File: src/rtl/lsu_align_pkg.sv
package lsu_align_pkg;
    localparam int ADDR_W = 32;
    localparam int DATA_W = 32;
    localparam int OFF_W  = 16;
    localparam int LANES  = DATA_W / 8;
    localparam int LANE_W = $clog2(LANES);

    typedef struct packed {
        logic              mem_req;
        logic              mem_we;
        logic [ADDR_W-1:0] mem_addr;
        logic [LANES-1:0]  mem_be;
        logic [DATA_W-1:0] mem_wdata;
        logic              err;
        logic [LANE_W-1:0] pend_lane;
        logic              pend_byte;
        logic              pend_signed;
        logic              ld_valid;
        logic [DATA_W-1:0] ld_data;
    } align_state_t;
endpackage

File: src/rtl/lsu_ea_calc.sv
module lsu_ea_calc
    import lsu_align_pkg::*;
(
    input  logic [ADDR_W-1:0] base_i,
    input  logic [OFF_W-1:0]  offset_i,
    output logic [ADDR_W-1:0] ea_o
);
    logic [ADDR_W-1:0] disp_ext;

    always_comb begin
        disp_ext = {{(ADDR_W-OFF_W){offset_i[OFF_W-1]}}, offset_i};
        ea_o     = base_i + disp_ext;
    end
endmodule

File: src/rtl/lsu_lane_map.sv
module lsu_lane_map
    import lsu_align_pkg::*;
#(
    parameter bit BIG_ENDIAN = 1'b0
) (
    input  logic [LANE_W-1:0] byte_off_i,
    output logic [LANE_W-1:0] lane_o,
    output logic [LANES-1:0]  mask_o
);
    generate
        if (BIG_ENDIAN) begin : g_big
            always_comb lane_o = LANE_W'(LANES - 1) - byte_off_i;
        end else begin : g_little
            always_comb lane_o = byte_off_i;
        end
    endgenerate

    always_comb mask_o = LANES'(1) << lane_o;
endmodule

File: src/rtl/lsu_byte_extract.sv
module lsu_byte_extract
    import lsu_align_pkg::*;
(
    input  logic [DATA_W-1:0] word_i,
    input  logic [LANE_W-1:0] lane_i,
    input  logic              is_byte_i,
    input  logic              sign_i,
    output logic [DATA_W-1:0] data_o
);
    logic [7:0] sel_byte;
    logic       fill;

    always_comb begin
        sel_byte = word_i[8*lane_i +: 8];
        fill     = sign_i & sel_byte[7];
        if (is_byte_i) data_o = {{(DATA_W-8){fill}}, sel_byte};
        else           data_o = word_i;
    end
endmodule

File: src/rtl/lsu_lane_aligner.sv
module lsu_lane_aligner
    import lsu_align_pkg::*;
#(
    parameter bit BIG_ENDIAN = 1'b0
) (
    input  logic                     clk,
    input  logic                     rst_n,
    input  logic                     req_valid_i,
    input  logic                     req_store_i,
    input  logic                     req_byte_i,
    input  logic                     req_signed_i,
    input  logic [ADDR_W-1:0]        base_i,
    input  logic [OFF_W-1:0]         offset_i,
    input  logic [DATA_W-1:0]        st_data_i,
    input  logic                     rd_valid_i,
    input  logic [DATA_W-1:0]        rd_word_i,
    output logic                     mem_req_o,
    output logic                     mem_we_o,
    output logic [ADDR_W-1:0]        mem_addr_o,
    output logic [LANES-1:0]         mem_be_o,
    output logic [DATA_W-1:0]        mem_wdata_o,
    output logic                     misalign_err_o,
    output logic                     ld_valid_o,
    output logic [DATA_W-1:0]        ld_data_o
);
    localparam logic [ADDR_W-1:0] ALIGN_MASK = ~ADDR_W'(LANES - 1);

    align_state_t      st_d, st_q;
    logic [ADDR_W-1:0] ea_w;
    logic [LANE_W-1:0] lane_w;
    logic [LANES-1:0]  lane_mask_w;
    logic [DATA_W-1:0] ext_w;
    logic              mis_w;

    lsu_ea_calc u_ea (
        .base_i   (base_i),
        .offset_i (offset_i),
        .ea_o     (ea_w)
    );

    lsu_lane_map #(.BIG_ENDIAN(BIG_ENDIAN)) u_map (
        .byte_off_i (ea_w[LANE_W-1:0]),
        .lane_o     (lane_w),
        .mask_o     (lane_mask_w)
    );

    lsu_byte_extract u_ext (
        .word_i    (rd_word_i),
        .lane_i    (st_q.pend_lane),
        .is_byte_i (st_q.pend_byte),
        .sign_i    (st_q.pend_signed),
        .data_o    (ext_w)
    );

    always_comb begin
        mis_w = ~req_byte_i & (ea_w[LANE_W-1:0] != '0);

        st_d          = st_q;
        st_d.mem_req  = 1'b0;
        st_d.mem_we   = 1'b0;
        st_d.mem_be   = '0;
        st_d.err      = 1'b0;
        st_d.ld_valid = 1'b0;

        if (req_valid_i) begin
            if (mis_w) begin
                st_d.err = 1'b1;
            end else begin
                st_d.mem_req     = 1'b1;
                st_d.mem_we      = req_store_i;
                st_d.mem_addr    = ea_w & ALIGN_MASK;
                st_d.mem_be      = req_byte_i ? lane_mask_w : '1;
                st_d.mem_wdata   = !req_store_i ? '0 :
                                   req_byte_i   ? {LANES{st_data_i[7:0]}} : st_data_i;
                st_d.pend_lane   = lane_w;
                st_d.pend_byte   = req_byte_i;
                st_d.pend_signed = req_signed_i;
            end
        end

        if (rd_valid_i) begin
            st_d.ld_valid = 1'b1;
            st_d.ld_data  = ext_w;
        end
    end

    always_ff @(posedge clk) begin
        if (!rst_n) st_q <= '0;
        else        st_q <= st_d;
    end

    assign mem_req_o      = st_q.mem_req;
    assign mem_we_o       = st_q.mem_we;
    assign mem_addr_o     = st_q.mem_addr;
    assign mem_be_o       = st_q.mem_be;
    assign mem_wdata_o    = st_q.mem_wdata;
    assign misalign_err_o = st_q.err;
    assign ld_valid_o     = st_q.ld_valid;
    assign ld_data_o      = st_q.ld_data;

    AST_ADDR_WORD_ALIGNED: assert property (@(posedge clk) disable iff (!rst_n)
        mem_req_o |-> (mem_addr_o[LANE_W-1:0] == '0));
    AST_ADDR_FROM_EA: assert property (@(posedge clk) disable iff (!rst_n)
        (req_valid_i && !mis_w) |=> (mem_addr_o == ($past(ea_w) & ALIGN_MASK)));
    AST_WORD_FULL_MASK: assert property (@(posedge clk) disable iff (!rst_n)
        (req_valid_i && !req_byte_i && ea_w[LANE_W-1:0] == '0) |=> (mem_be_o == '1));
    AST_MISALIGN_RAISES: assert property (@(posedge clk) disable iff (!rst_n)
        (req_valid_i && !req_byte_i && ea_w[LANE_W-1:0] != '0) |=> misalign_err_o);
    AST_MISALIGN_SILENT: assert property (@(posedge clk) disable iff (!rst_n)
        misalign_err_o |-> (!mem_req_o && mem_be_o == '0));
    AST_BYTE_ONE_LANE: assert property (@(posedge clk) disable iff (!rst_n)
        (req_valid_i && req_byte_i) |=> ($countones(mem_be_o) == 1));
    AST_BYTE_NO_ERROR: assert property (@(posedge clk) disable iff (!rst_n)
        (req_valid_i && req_byte_i) |=> !misalign_err_o);
    AST_SIGN_FILL: assert property (@(posedge clk) disable iff (!rst_n)
        (rd_valid_i && st_q.pend_byte && st_q.pend_signed)
        |=> (ld_data_o[DATA_W-1:8] == {(DATA_W-8){ld_data_o[7]}}));
    AST_ZERO_FILL: assert property (@(posedge clk) disable iff (!rst_n)
        (rd_valid_i && st_q.pend_byte && !st_q.pend_signed)
        |=> (ld_data_o[DATA_W-1:8] == '0));
    AST_IDLE_NO_LANES: assert property (@(posedge clk) disable iff (!rst_n)
        !mem_req_o |-> (mem_be_o == '0));
endmodule

File: config.mk
export PLATFORM = sky130hd
export DESIGN_NAME = lsu_lane_aligner
export DESIGN_NICKNAME = d
export VERILOG_FILES = /design/src/rtl/lsu_align_pkg.sv /design/src/rtl/lsu_ea_calc.sv /design/src/rtl/lsu_lane_map.sv /design/src/rtl/lsu_byte_extract.sv /design/src/rtl/lsu_lane_aligner.sv
export SDC_FILE = /design/constraint.sdc
export NUM_CORES = 1
export LEC_CHECK = 0
export CORE_MARGIN = 5
export CORE_UTILIZATION = 50
export CTS_CLUSTER_DIAMETER = 50
export DETAILED_ROUTE_END_ITERATION = 7
export HOLD_SLACK_MARGIN = 0.02
export PLACE_DENSITY_LB_ADDON = 0.3
export SLEW_MARGIN = 20
export SYNTH_ARGS = -nofsm -noshare
export SYNTH_HDL_FRONTEND = slang
export SYNTH_SLANG_ARGS = --single-unit
File: constraint.sdc
create_clock -name clk -period 4.9 [get_ports clk]
set_input_delay 0.98 -clock clk [delete_from_list [all_inputs] [get_ports clk]]
set_output_delay 0.98 -clock clk [all_outputs]
set_load 0.02 [all_outputs]
== Word-level counts from Yosys, hierarchy flattened ==
Cells that the tools add are included.
Cells by class
  add/sub/neg operators: 1
  shift operators: 2
  mux-type cells: 7
  bitwise operators: 6
  reduce and logical (&&, ||, !) cells: 4
Operator list (number)
  $mux W32: 3
  $mux W70: 1
  $mux W33: 1
  $add A32 B32 Y32: 1
  $shiftx A32 B6 Y8: 1
  $mux W4: 1
  $not A1 Y1: 4
  $reduce_and A2 Y1: 2
  $shl A1 B2 Y4 const A: 1
  $reduce_or A3 Y1: 1
  $and A1 B1 Y1: 2
  $reduce_bool A2 Y1: 1
  $mux W1: 1
Word-level totals
  bits in registers: 106
  output and inout port bits: 104

== Depth between registers and ports, before layout ==
Gate-level depths: netlist of run 1.
  word-level depth: 5
  mapped depth: 11

== Hierarchy ==
A second synthesis of run 1 with hierarchy kept.
Second synthesis, totals
  cell total of the unflattened synthesis: 891
  area total of the unflattened synthesis: 7538.5 µm²
By module, submodules not included
  lsu_lane_aligner: instances 1, cells each 550, area each 5071.1 µm², seq. area each 2122.0 µm²
  lsu_ea_calc: instances 1, cells each 231, area each 1749.2 µm², seq. area each 0.0 µm²
  lsu_byte_extract: instances 1, cells each 104, area each 676.9 µm², seq. area each 0.0 µm²
  lsu_lane_map: instances 1, cells each 6, area each 41.3 µm², seq. area each 0.0 µm²

== Worst setup path after synthesis of run 1 ==
No wires, ideal clock.
  kind: in2reg
  from: input port base_i[0]
  to: register st_q (netlist bit mem_wdata_o[5])
  setup time: 0.117 ns
  arrival: 2.969 ns
  slack: 1.815 ns
  cell stages on the path: 10
  buffers on the path: 2
  cell sequence: ha_1 inv_1 fa_1 nor2b_1 nor2_1 nor2b_1 clkbuf_1 nor2_1 clkbuf_1 a22o_1
On the way
  cells in the longest elaborated chain, start to end: 5
RTL lines
  start: declaration: line lsu_lane_aligner.sv:12  | input logic [ADDR_W-1:0] base_i,
  $add A32 B32 Y32: line lsu_ea_calc.sv:12  | ea_o = base_i + disp_ext;
  $reduce_bool A2 Y1: line lsu_lane_aligner.sv:56  | mis_w = ~req_byte_i & (ea_w[LANE_W-1:0] != '0);
  $and A1 B1 Y1: line lsu_lane_aligner.sv:56
  $not A1 Y1 (no source line)
  $reduce_and A2 Y1 (no source line)
  end signal: assignment: line lsu_lane_aligner.sv:89  | else st_q <= st_d;
  end: declaration: line lsu_lane_aligner.sv:28  | align_state_t st_d, st_q;
Every way passes these cells.
A chain may end at the register's enable or synchronous reset.

== Worst setup path in the final report of run 1 ==
  from: input port offset_i[0]
  to: register st_q (netlist bit mem_wdata_o[4])
On the way
  cells in the longest elaborated chain, start to end: 5
RTL lines
  start: declaration: line lsu_lane_aligner.sv:13  | input logic [OFF_W-1:0] offset_i,
  $add A32 B32 Y32: line lsu_ea_calc.sv:12
  $reduce_bool A2 Y1: line lsu_lane_aligner.sv:56
  $and A1 B1 Y1: line lsu_lane_aligner.sv:56
  $not A1 Y1 (no source line)
  $reduce_and A2 Y1 (no source line)
Every way passes these cells.

==> results, run 1 <==
- The run finished with clean final reports.
- After synthesis, the share of flip-flops with an asynchronous set or reset is 0%.
- The number of max-capacitance violations reported is 0.
- Headroom to the max-slew limit came out at 34.8%.
- STA classifies the critical path startpoint as a primary input.
- Among all cell types in the netlist, the one instantiated most often is sky130_fd_sc_hd__dfxtp_1.
- The switching power total is 0.732 mW.
- Across the VDD grid, the largest voltage drop is 0.165 mV.
- The floorplan has 41 rows.
- Setup total negative slack on the finished layout was measured at 0 ns.
- The number of buffers inserted for hold repair after clock tree synthesis is 0.
- In the global route stage, met2 resource usage came out at 37.9%.
- The flip-flop and latch count after synthesis is 106.
- The cell chosen for the clock root is sky130_fd_sc_hd__clkbuf_16.
- Counting along the longest clock path gives a buffer depth of 2.
- The top cell type's share of synthesized area is 33.0%.
- The cell count after synthesis is 791.
- After the first detailed-routing iteration, the DRC count stood at 368.
- The worst hold path begins at mem_addr_o[31].
- The initial utilization of the core area, before any placement, comes to 50.9%.
- In this design, the stage delay of the slowest critical-path cell is 0.52 ns.
- For the worst-skew pair, the clock arrives at the later sink with an insertion delay of 0.34 ns.
- Setup repair after global routing left no endpoint under its margin.
- The number of buffer and inverter stages on the critical path is 5.
- The vertical extent of the die is 123 um.
- The transition time of the tightest slew-check pin is 0.972 ns.
- The clock tree skew after final layout is 0.00417 ns.
- The area overhead of the layout relative to synthesis is 30.1%.
- The cell family with the largest share of critical-path delay is buffers and inverters.
- The post-synthesis average cell area is 8.13 um2.
- Combinational cells account for 28.9% of the total power.
- For this run, design rule violations remaining after detail routing come to 0.
- The area of the mapped netlist is 0.00643 mm2.
- The total power divided by cell area is 288 mW/mm2.
- In the finished design, the share of the clock period the worst path needs comes to 76.4%.
- The number of global-route vias before repair was 5459.
- The total wire length after detailed routing is 17600 um.
- The post-CTS resize count is 0.
- The global routing usage on met1 is 29.0%.
- The global routing's busiest layer is met2.
- The multi-input gate area in the final layout is 0.00339 mm2.
- The post-CTS setup buffer count is 0.
- The met3 capacity usage during global routing is 4.89%.
- The initial antenna violation count is 0.
- The die covers 0.0152 mm2.
- The share of total power in the clock network is 31.3%.
- Based on the critical path, the design can be clocked at up to 267 MHz.
- After detailed routing, the average wire length per cell comes to 16.5 um.
- The number of placed instances with taps included is 1056.
- The number of primary I/O pins is 223.
- The endpoint class of the critical path is a register.
- The synthesized design contains 0 enable-type register cells.
- The number of buffers inserted during clock tree synthesis is 9.
- The net total in the final layout is 1046.
- Setup violations remaining at the end of the flow were counted as 0.
- The post-route antenna net violation count is 0.
- The number of slew-limit violations in the final report is 0.
- The class of the worst hold path is register to register.
- The data required time of the worst path is 5.14 ns.
- Sorting the synthesized cells by area gives the leading types as sky130_fd_sc_hd__dfxtp_1 (33%), sky130_fd_sc_hd__buf_4 (12%), sky130_fd_sc_hd__o21ai_0 (6.6%).
- Of the total power, the share spent switching nets is 30.4%.
- The worst path needs 3.74 ns of the cycle, external delays included.
- Counting instances in the post-synthesis netlist gives the leading cell types as sky130_fd_sc_hd__dfxtp_1 (106), sky130_fd_sc_hd__buf_4 (100), sky130_fd_sc_hd__nand2_1 (92).
- The number of failing hold endpoints at the final stage came to 0.
- The relative contribution of sequential cells to total power is 39.8%.
- Counting every sink on the clock net gives 106.
- The number of port buffers is 220.
- Of all nets on the critical path, the largest fanout is 19.
- The core region is 0.0126 mm2.
- The post-route netlist has 4.78% of its cells at a drive strength greater than 1.
- The clock tree from TritonCTS is yes.
- The per-cell via count in the routed design is 5.34.
- The count of unique library cells instantiated by Yosys is 58.
- The detailed-router iteration count before antenna repair is 4.
- The part of the Yosys area used for sequential elements is 33.0%.
- The H-tree generated during clock tree synthesis spans 3 levels.
- Setup slack on the worst reg-to-reg path comes out at 2.53 ns.
- The non-filler instance count after layout is 1072.
- The total area of sequential cells is 0.00212 mm2.
- The internal power component is 1.68 mW.
- The number of warning messages in the yosys log is 0.
- Traced cell by cell, the critical path runs through clkdlybuf4s50_1 -> ha_1 -> inv_1 -> fa_1 -> nor2b_1 -> nor2_1 -> nor2b_2 -> nand2_1 -> buf_4 -> inv_1 -> nand2_1 -> clkinv_1 -> a22o_1.
- The launch point of the worst path is offset_i[0].
- The first-pass GRT wire length is 27500 um.
- Clock-pin slew was measured on the worst setup and hold paths at 0.08 ns.
- The commonest register cell after synthesis is sky130_fd_sc_hd__dfxtp_1.
- The via count is 5726.
- The worst register-to-register path begins at st_q[35].
- The aggregate global routing overflow is 0.
- The layout has 1107 filler cells.
- For this design, the slowest cell found on the critical path is sky130_fd_sc_hd__fa_1.
- The total global routing track utilization is 22.6%.
- The analysis attributes to cell leakage a power of 3.25 nW.
- The width of the die is 123 um.
- The largest net degree at the start of global routing is 46.
- After legalization and detailed placement, the total HPWL measured 13800 um.
- The class of the most critical setup path is primary input to register.
- The routability congestion estimate from global placement is 0.900.
- The worst endpoint data arrival time is 3.98 ns.
- The antenna diode count is 0.
- The leading area contributor after synthesis is sky130_fd_sc_hd__dfxtp_1.
-- placed cells by master, fill, tap and decap left out, types with 9 or more instances in the layout --
cell type / synthesis / routed
sky130_fd_sc_hd__clkdlybuf4s50_1: 0 / 219
sky130_fd_sc_hd__dfxtp_1: 106 / 106
sky130_fd_sc_hd__nand2_1: 92 / 92
sky130_fd_sc_hd__o21ai_0: 85 / 84
sky130_fd_sc_hd__a21oi_1: 76 / 76
sky130_fd_sc_hd__nor2_1: 33 / 32
sky130_fd_sc_hd__mux2i_1: 31 / 31
sky130_fd_sc_hd__ha_1: 31 / 31
sky130_fd_sc_hd__nand2b_1: 28 / 28
sky130_fd_sc_hd__xnor2_1: 16 / 16
sky130_fd_sc_hd__a211oi_1: 13 / 13
sky130_fd_sc_hd__a21o_1: 12 / 12
sky130_fd_sc_hd__buf_4: 100 / 11
sky130_fd_sc_hd__inv_1: 11 / 10
sky130_fd_sc_hd__nand3_1: 9 / 9
sky130_fd_sc_hd__clkbuf_16: 0 / 9
-- metal layers --
metal | up-vias | wire, um
met5 | - | 0
met4 | 0 | 357
met3 | 26 | 1370
met2 | 188 | 8320
met1 | 2619 | 7590
li1 | 2893 | -
-- area by class of cell --
type                            count  area share, %
Clock buffer                       10           2.86
Multi-Input combinational cell    535           40.5
Sequential cell                   106           25.4
Clock inverter                      6          0.883
Tap cell                          172           2.57
Inverter                           12          0.539
Timing Repair Buffer              231           27.3
-- cells by family after synthesis --
group           share of synthesized area, %
buf+inv                                 14.7
flops                                   33.0
xor+xnor                                3.00
mux                                     5.35
compound gates                          23.0
fa+ha+maj                               6.34
simple gates                            14.5
other cells                           0.0583
-- per-stage QoR --
stage	worst slack [ns]	util, %	instance area [um2]	total power [mW]	hold slack [ns]
2_1_floorplan	1.81	-	6430	1.44	0.426
4_1_cts	1.16	66.3	8360	2.42	0.451
6_report	1.16	66.3	8360	2.41	0.447
5_1_grt	0.955	66.3	8360	2.52	0.470
3_3_place_gp	0.930	63.8	8050	1.67	0.432
3_5_place_dp	0.852	63.8	8050	1.67	0.441
-- power groups by stage --
| stage | Clock, mW | Sequential [mW] | Combinational [mW] |
|---|---|---|---|
| 2_1_floorplan | 0 | 0.965 | 0.471 |
| 3_3_place_gp | 0 | 0.977 | 0.688 |
| 3_5_place_dp | 0 | 0.978 | 0.692 |
| 4_1_cts | 0.767 | 0.959 | 0.696 |
| 5_1_grt | 0.802 | 0.966 | 0.755 |
| 6_report | 0.754 | 0.959 | 0.695 |
-- flip-flops by register name (all words and copies together), names as in the netlist --
register,flops
ld_data_o,32
mem_wdata_o,32
mem_addr_o,30
mem_be_o,4
st_q,4
ld_valid_o,1
mem_req_o,1
mem_we_o,1
misalign_err_o,1
-- worst reg2reg max path: stages (launching register included) --
cell                      delay, ns
sky130_fd_sc_hd__dfxtp_1       0.70
sky130_fd_sc_hd__mux4_2        0.61
sky130_fd_sc_hd__a31oi_2       0.52
sky130_fd_sc_hd__buf_4         0.32
sky130_fd_sc_hd__a21oi_1       0.10
-- final timing paths --
path / endpoint / cells after the start
worst max-delay path: mem_wdata_o[4] / 13
worst min-delay path: mem_addr_o[31] / 2
worst max register to register: ld_data_o[31] / 4
worst min register to register: mem_addr_o[31] / 2
No activity file was read; power rests on OpenSTA's default activity.
==> run 2: changes to the inputs <==
--- a/config.mk
+++ b/config.mk
@@ -6,7 +6,7 @@
 export NUM_CORES = 1
 export LEC_CHECK = 0
 export CORE_MARGIN = 5
-export CORE_UTILIZATION = 50
+export CORE_UTILIZATION = 42
 export CTS_CLUSTER_DIAMETER = 50
 export DETAILED_ROUTE_END_ITERATION = 7
 export HOLD_SLACK_MARGIN = 0.02
==> constraint.sdc (replaced) <==
create_clock -name clk -period 3.1 [get_ports clk]
set_input_delay 0.62 -clock clk [delete_from_list [all_inputs] [get_ports clk]]
set_output_delay 0.62 -clock clk [all_outputs]
set_load 0.02 [all_outputs]
==> run 2 against run 1 <==
Net effect: sequential share of layout area down 1.4 points; largest power group unchanged; worst setup slack worse by 0.99 ns; clock skew up 0.0017 ns; non-clock buffer count up 56; critical endpoint is now mem_wdata_o[6]; global-route usage down 2.1 points; highest routed layer is now met5; worst hold slack better by 0.00080 ns; via count up 3.6%; count of clock-buffer cells in the layout up 2; sequential cell count unchanged; design area up 5.7%; sequential power up 58%.
==> results, run 2 (synthesis gave the netlist of run 1 again) <==
- The flow ran to the end, and the final reports show no timing, DRC or antenna violations.
- The clock tree from TritonCTS is yes.
- Detailed routing inserted a total of 5930 vias.
- The worst hold slack is 0.448 ns.
- The critical path in this run is classified as primary input to register.
- The class of the worst hold path is register to register.
- The number of failing hold endpoints at the final stage came to 0.
- The number of buffer and inverter stages on the critical path is 5.
- The number of primary I/O pins is 223.
- For this run, design rule violations remaining after detail routing come to 0.
- The vertical extent of the die is 134 um.
- The cell with the largest stage delay on the worst path is sky130_fd_sc_hd__fa_1.
- The first TritonRoute pass finished after 4 iterations.
- The maximum fanout encountered on the critical timing path is 8.
- Setup repair after global routing left no endpoint under its margin.
- The total power divided by cell area is 450 mW/mm2.
- The largest net degree at the start of global routing is 46.
- Clock latency on the worst-skew pair, taken at its later pin, is 0.35 ns.
- The total wire length after detailed routing is 18800 um.
- The number of buffers between clock root and the deepest sink is 2.
- The static leakage power is 3.55 nW.
- The number of global-route vias before repair came to 5760.
- Buffers inserted during clock tree synthesis total 9.
- The clock net sink count is 106.
- The number of H-tree levels is 3.
- In the final routed layout, each cell accounts on average for 16.4 um.
- Summed over all layers, the global routing overflow is 0.
- The final worst-path cycle share is 94.7%.
- The number of buffers inserted for hold repair after clock tree synthesis is 0.
- In the layout the commonest cells are sky130_fd_sc_hd__clkdlybuf4s50_1 (219), sky130_fd_sc_hd__dfxtp_1 (106), sky130_fd_sc_hd__nand2_1 (92).
- The net total in the final layout is 1103.
- In this run the register-to-register setup slack is 1.39 ns.
- VDD sags by at most 0.279 mV.
- The initial antenna violation count is 1.
- Leaving out fill and tap cells, the most frequent cell in the layout is sky130_fd_sc_hd__clkdlybuf4s50_1.
- OpenSTA, run right after detailed placement, puts the worst setup slack at -0.244 ns.
- The startpoint class of the critical path is a primary input.
- The number of placed instances with taps included is 1127.
- The area overhead of the layout relative to synthesis is 37.4%.
- The clock transition time at the flip-flop clock pins of the worst setup and hold paths is 0.07 ns.
- STA classifies the critical path endpoint as a register.
- The first routing iteration left 306 violations.
- The congestion estimate from routability-driven global placement came to 0.900.
- The worst path needs 2.94 ns of the cycle, external delays included.
- The critical path goes through clkdlybuf4s50_1 -> ha_1 -> inv_1 -> fa_1 -> nor2b_1 -> nor2_1 -> nor2b_4 -> buf_4 -> nand2_1 -> inv_1 -> nand2_1 -> clkinv_1 -> a22o_1.
- The number of slew-limit violations in the final report is 0.
- The site row count is 45.
- The non-filler instance count after layout is 1145.
- The effective utilization at floorplan is 42.6%.
- The number of max-capacitance violations reported is 0.
- The HPWL after detailed placement is 14500 um.
- The worst pin sits at a relative slew slack of 57.4%.
- The fraction of final layout cells sized beyond drive strength 1 is 10.3%.
- The first-pass GRT wire length is 29800 um.
- From left edge to right edge, the die measures 134 um.
- Clock skew on the completed layout was measured at 0.00588 ns.
- The final number of setup-violating endpoints is 0.
- The number of port buffers is 220.
- The die covers 0.0179 mm2.
- The total global routing track utilization is 20.4%.
- The upper clock frequency limit is 341 MHz.
- The transition time of the tightest slew-check pin is 0.637 ns.
- The cell family with the largest share of critical-path delay is buffers and inverters.
- In this run the clock root is driven by a sky130_fd_sc_hd__clkbuf_16.
- STA puts the critical path data arrival time at 3.17 ns.
- The post-route antenna net violation count is 0.
- Across all setup checks in the final design, the least slack found is 0.163 ns.
- The total area inside the core boundary comes to 0.0151 mm2.
- Using the TritonRoute via totals, the vias-per-cell ratio works out to 5.18.
- The largest single stage delay on the critical path is 0.48 ns.
- The data required time of the worst path is 3.34 ns.
- The antenna diode count is 0.
[run 2: worst reg2reg max path, cell delays in order (launching register included)]
cell and delay, ns:
sky130_fd_sc_hd__dfxtp_1 0.58, sky130_fd_sc_hd__mux4_2 0.39, sky130_fd_sc_hd__a31oi_2 0.19, sky130_fd_sc_hd__buf_4 0.30, sky130_fd_sc_hd__a21oi_1 0.12
[run 2: worst paths after layout]
check	from	end	cells past startpoint
worst max-delay path	base_i[0]	mem_wdata_o[6]	13
worst min-delay path	mem_addr_o[31]	mem_addr_o[31]	2
worst max register to register	st_q[36]	ld_data_o[30]	4
worst min register to register	mem_addr_o[31]	mem_addr_o[31]	2
[run 2: repair_timing]
item | 4_1_cts | 5_1_grt
resized for setup | 0 | 2
buffers inserted | 0 | 1
setup endpoints to repair | 0 | 44
[run 2: layer usage]
layer / track usage [%] / share of wire (%) / up-vias
li1: - / - / 3000
met1: 26.5 / 44 / 2710
met2: 33.5 / 47 / 194
met3: 4.95 / 7.2 / 24
met4: 6.51 / 1.8 / 2
met5: 0 / 0.058 / -
[run 2: area by class of cell]
| type | count | area, um2 |
|---|---|---|
| fillers | 1364 | 6250 |
| multi-input cells | 536 | 3400 |
| repair buffers | 287 | 2700 |
| flip-flops and latches | 106 | 2120 |
| clock buffers | 12 | 256 |
| well taps | 188 | 235 |
| clock inverters | 4 | 73.8 |
| inverters | 12 | 45.0 |
[run 2: power breakdown]
part	internal, mW	total [mW]	switching [mW]	leakage, nW
clock	0.753	1.27	0.515	0.163
combinational	0.601	1.19	0.589	2.52
sequential	1.46	1.52	0.0589	0.870
[run 2: stage by stage]
stage	util [%]	TNS (ns)	area [um2]	total power, mW
floorplan	-	0	6430	2.27
global placement	56.2	-7.64	8480	2.72
detailed placement	56.2	-9.05	8480	2.73
CTS	58.4	0	8810	4.00
global route	58.5	0	8830	4.18
finish	58.5	0	8830	3.98
==> run 3: changes to the inputs <==
--- a/config.mk
+++ b/config.mk
@@ -5,12 +5,13 @@
 export SDC_FILE = /design/constraint.sdc
 export NUM_CORES = 1
 export LEC_CHECK = 0
+export CORE_ASPECT_RATIO = 1.2
 export CORE_MARGIN = 5
 export CORE_UTILIZATION = 42
 export CTS_CLUSTER_DIAMETER = 50
 export DETAILED_ROUTE_END_ITERATION = 7
 export HOLD_SLACK_MARGIN = 0.02
-export PLACE_DENSITY_LB_ADDON = 0.3
+export PLACE_DENSITY = 0.78
 export SLEW_MARGIN = 20
 export SYNTH_ARGS = -nofsm -noshare
 export SYNTH_HDL_FRONTEND = slang
==> run 3 against run 2 <==
Net effect: register-to-register slack worse by 0.35 ns; sequential power hardly changed; largest cell class unchanged; largest power group unchanged; critical path type unchanged; count of clock-buffer cells in the layout decreased by 2.
==> results, run 3 (synthesis gave the netlist of run 1 again) <==
- The number of failing hold endpoints at the final stage came to 0.
- The number of fillers in the final layout is 1346.
- The endpoint class of the critical path is a register.
- The number of slew-limit violations in the final report is 0.
- Once detail routing completed, the nets flagged for antenna violations numbered 0.
- The width of the die is 123 um.
- The cell depth of the worst flop-to-flop path is 4.
- The startpoint identified for the worst register-to-register timing path is st_q[35].
- The region available for standard cell placement spans 0.0150 mm2.
- The routability congestion estimate from global placement is 0.915.
- The largest net degree at the start of global routing is 46.
- The number of buffers inserted during clock tree synthesis is 9.
- TritonCTS built the clock tree.
- The number of global-route vias before repair is 5927.
- Sequential cells burn 38.5% of the power.
- Summing all multi-input logic gate instances after layout gives 0.00340 mm2.
- The post-route DRC violation count is 0.
- The site row count is 49.
- The endpoint identified for the worst register-to-register timing path is ld_data_o[30].
- Net switching is 30.4% of the power.
- After global routing the overflow that remains totals 0.
- Headroom to the max-slew limit came out at 30.7%.
- The number of buffers between clock root and the deepest sink is 2.
- The HPWL after detailed placement is 14900 um.
- Data on the critical path arrives at its endpoint at 3.28 ns.
- The post-route netlist has 11.8% of its cells at a drive strength greater than 1.
- The most frequent standard cell in the layout excluding fill and tap cells is sky130_fd_sc_hd__clkdlybuf4s50_1.
- CTS placed an instance of sky130_fd_sc_hd__clkbuf_16 at the clock tree root.
- The static leakage power is 3.59 nW.
- The critical path in this run is classified as primary input to register.
- The detailed-router iteration count before antenna repair is 5.
- Relative to the synthesized area, the layout overhead comes to 38.9%.
- Global routing consumed, on the met1 layer, 24.3% of the routing resources.
- Dividing the detail-routed via count by the number of cells gives 5.09.
- The path with the worst hold slack has its endpoint at mem_addr_o[29].
- The first-pass GRT wire length is 29600 um.
- The via count is 5981.
- During placement, the flow inserted port buffers numbering 220.
- The internal power component is 2.74 mW.
- The run finished with clean final reports.
- For this block, the routed nets add up to 19000 um of wire.
- The H-tree generated during clock tree synthesis spans 3 levels.
- Along the worst hold path, the cell count comes to 2.
- The maximum vdd drop is 0.313 mV.
- After global routing, the most crowded layer is met2.
- Setup violations remaining at the end of the flow were counted as 0.
- The number of placed instances with taps included is 1156.
- The net total in the final layout is 1116.
- The worst setup path is launched from a primary input.
- In the global route stage, met3 resource usage came out at 3.19%.
- The detail-routed net length per standard cell is 16.2 um.
- The floorplan step defined a die boundary enclosing 0.0179 mm2.
- The clock latency reported for the late side of the worst-skew pair is 0.34 ns.
- The initial antenna violation count is 1.
- The register-to-register setup slack is 1.04 ns.
- The critical path starts at base_i[0].
- The class of the worst hold path is register to register.
- The total power consumption of the routed design is 3.93 mW.
- Adding up every negative setup slack in the final design gives 0 ns.
- Per report_power, the clock group accounts for 30.4% of the total.
- In the layout the commonest cells are sky130_fd_sc_hd__clkdlybuf4s50_1 (219), sky130_fd_sc_hd__dfxtp_1 (106), sky130_fd_sc_hd__nand2_1 (92).
- The total area of sequential cells is 0.00212 mm2.
- The non-filler instance count after layout is 1174.
- In the global route stage, met2 resource usage came out at 35.8%.
- At the pin with the least slew margin, the transition time is 1.04 ns.
- 223 I/O pins were placed.
- Of the available clock period, the critical path in the final layout requires 97.4%.
- The effective utilization at floorplan is 42.8%.
- The startpoint identified for the worst hold timing path is mem_addr_o[29].
- For this design the total switching power over the nets is 1.19 mW.
- Static timing analysis puts the maximum clock frequency at 331 MHz.
- The antenna diode count is 0.
- The clock tree skew after final layout is 0.00826 ns.
- Power spread over the standard cell area amounts to 440 mW/mm2.
- The first routing iteration left 345 violations.
- Of all nets on the critical path, the largest fanout is 22.
- Clock-pin slew was measured on the worst setup and hold paths at 0.07 ns.
- Combinational logic is responsible for 31.1% of the overall power.
- In the global route stage, overall resource usage came out at 20.2%.
- At the end of the flow the core is filled with cells to 59.5%.
- The routed design could run at a clock period as short as 3.02 ns.
- Across the run, the number of max-cap violations was 0.
- At the worst endpoint, the required time is 3.37 ns.
- The die is 146 um tall.
- CTS saw 106 sinks.
## run 3: changes by cell type in the layout (fill, tap and decap cells not counted), moves of 2 or more
| cell | change |
|---|---|
| sky130_fd_sc_hd__buf_4 | +13 |
| sky130_fd_sc_hd__inv_6 | +3 |
| sky130_fd_sc_hd__clkinvlp_4 | +3 |
| sky130_fd_sc_hd__o21ai_0 | -2 |
| sky130_fd_sc_hd__o21ai_1 | +2 |
## run 3: power by group through the flow
stage                     Sequential (mW)  Clock, mW  Combinational, mW
after floorplan                      1.53          0              0.745
after global placement               1.54          0               1.20
after detailed placement             1.54          0               1.21
after CTS                            1.51       1.21               1.22
after global routing                 1.53       1.28               1.33
final                                1.51       1.19               1.22
## run 3: worst max path at each step
stage                                 to  slack, ns  cells past startpoint
after floorplan           mem_wdata_o[5]       0.37                     10
after global placement    mem_wdata_o[2]      -0.19                      9
after detailed placement  mem_wdata_o[5]      -0.22                      9
after CTS                 mem_wdata_o[6]       0.13                      9
after global routing      mem_addr_o[30]      -0.03                     10
final                     mem_addr_o[30]       0.08                     10
## run 3: worst max-delay path: stages
cell and delay, ns:
sky130_fd_sc_hd__clkdlybuf4s50_1 0.46, sky130_fd_sc_hd__ha_1 0.17, sky130_fd_sc_hd__inv_1 0.06, sky130_fd_sc_hd__fa_1 0.47, sky130_fd_sc_hd__nor2b_1 0.16, sky130_fd_sc_hd__nor2_1 0.23
sky130_fd_sc_hd__nor2b_4 0.10, sky130_fd_sc_hd__nor2_2 0.79, sky130_fd_sc_hd__nand2_1 0.11, sky130_fd_sc_hd__o21ai_0 0.10
## run 3: what timing repair did
action / CTS / global route
buffers inserted: 0 / 1
resized for setup: 0 / 4
hold buffers: 0 / 0
endpoints found under the setup margin: 0 / 11
## run 3: final cells by class
cell class                      count  share of cell area (%)
Clock buffer                       10                    2.68
Inverter                           12                   0.546
Clock inverter                      6                   0.799
Timing Repair Buffer              300                    31.3
Multi-Input combinational cell    536                    38.0
Sequential cell                   106                    23.8
Tap cell                          204                    2.86
## run 3: metrics by stage
step | hold WS [ns] | instance area, um2 | setup slack [ns]
2_1_floorplan | 0.426 | 6430 | 0.375
3_3_place_gp | 0.432 | 8600 | -0.194
3_5_place_dp | 0.440 | 8600 | -0.219
4_1_cts | 0.450 | 8910 | 0.134
5_1_grt | 0.482 | 8930 | -0.0265
6_report | 0.449 | 8930 | 0.0804
## run 3: layer usage
metal	vias up	wire [um]	part of all wire (%)
li1	3021	-	-
met3	38	1150	6.1
met2	176	9450	50
met5	-	7	0.037
met1	2744	7800	41
met4	2	595	3.1
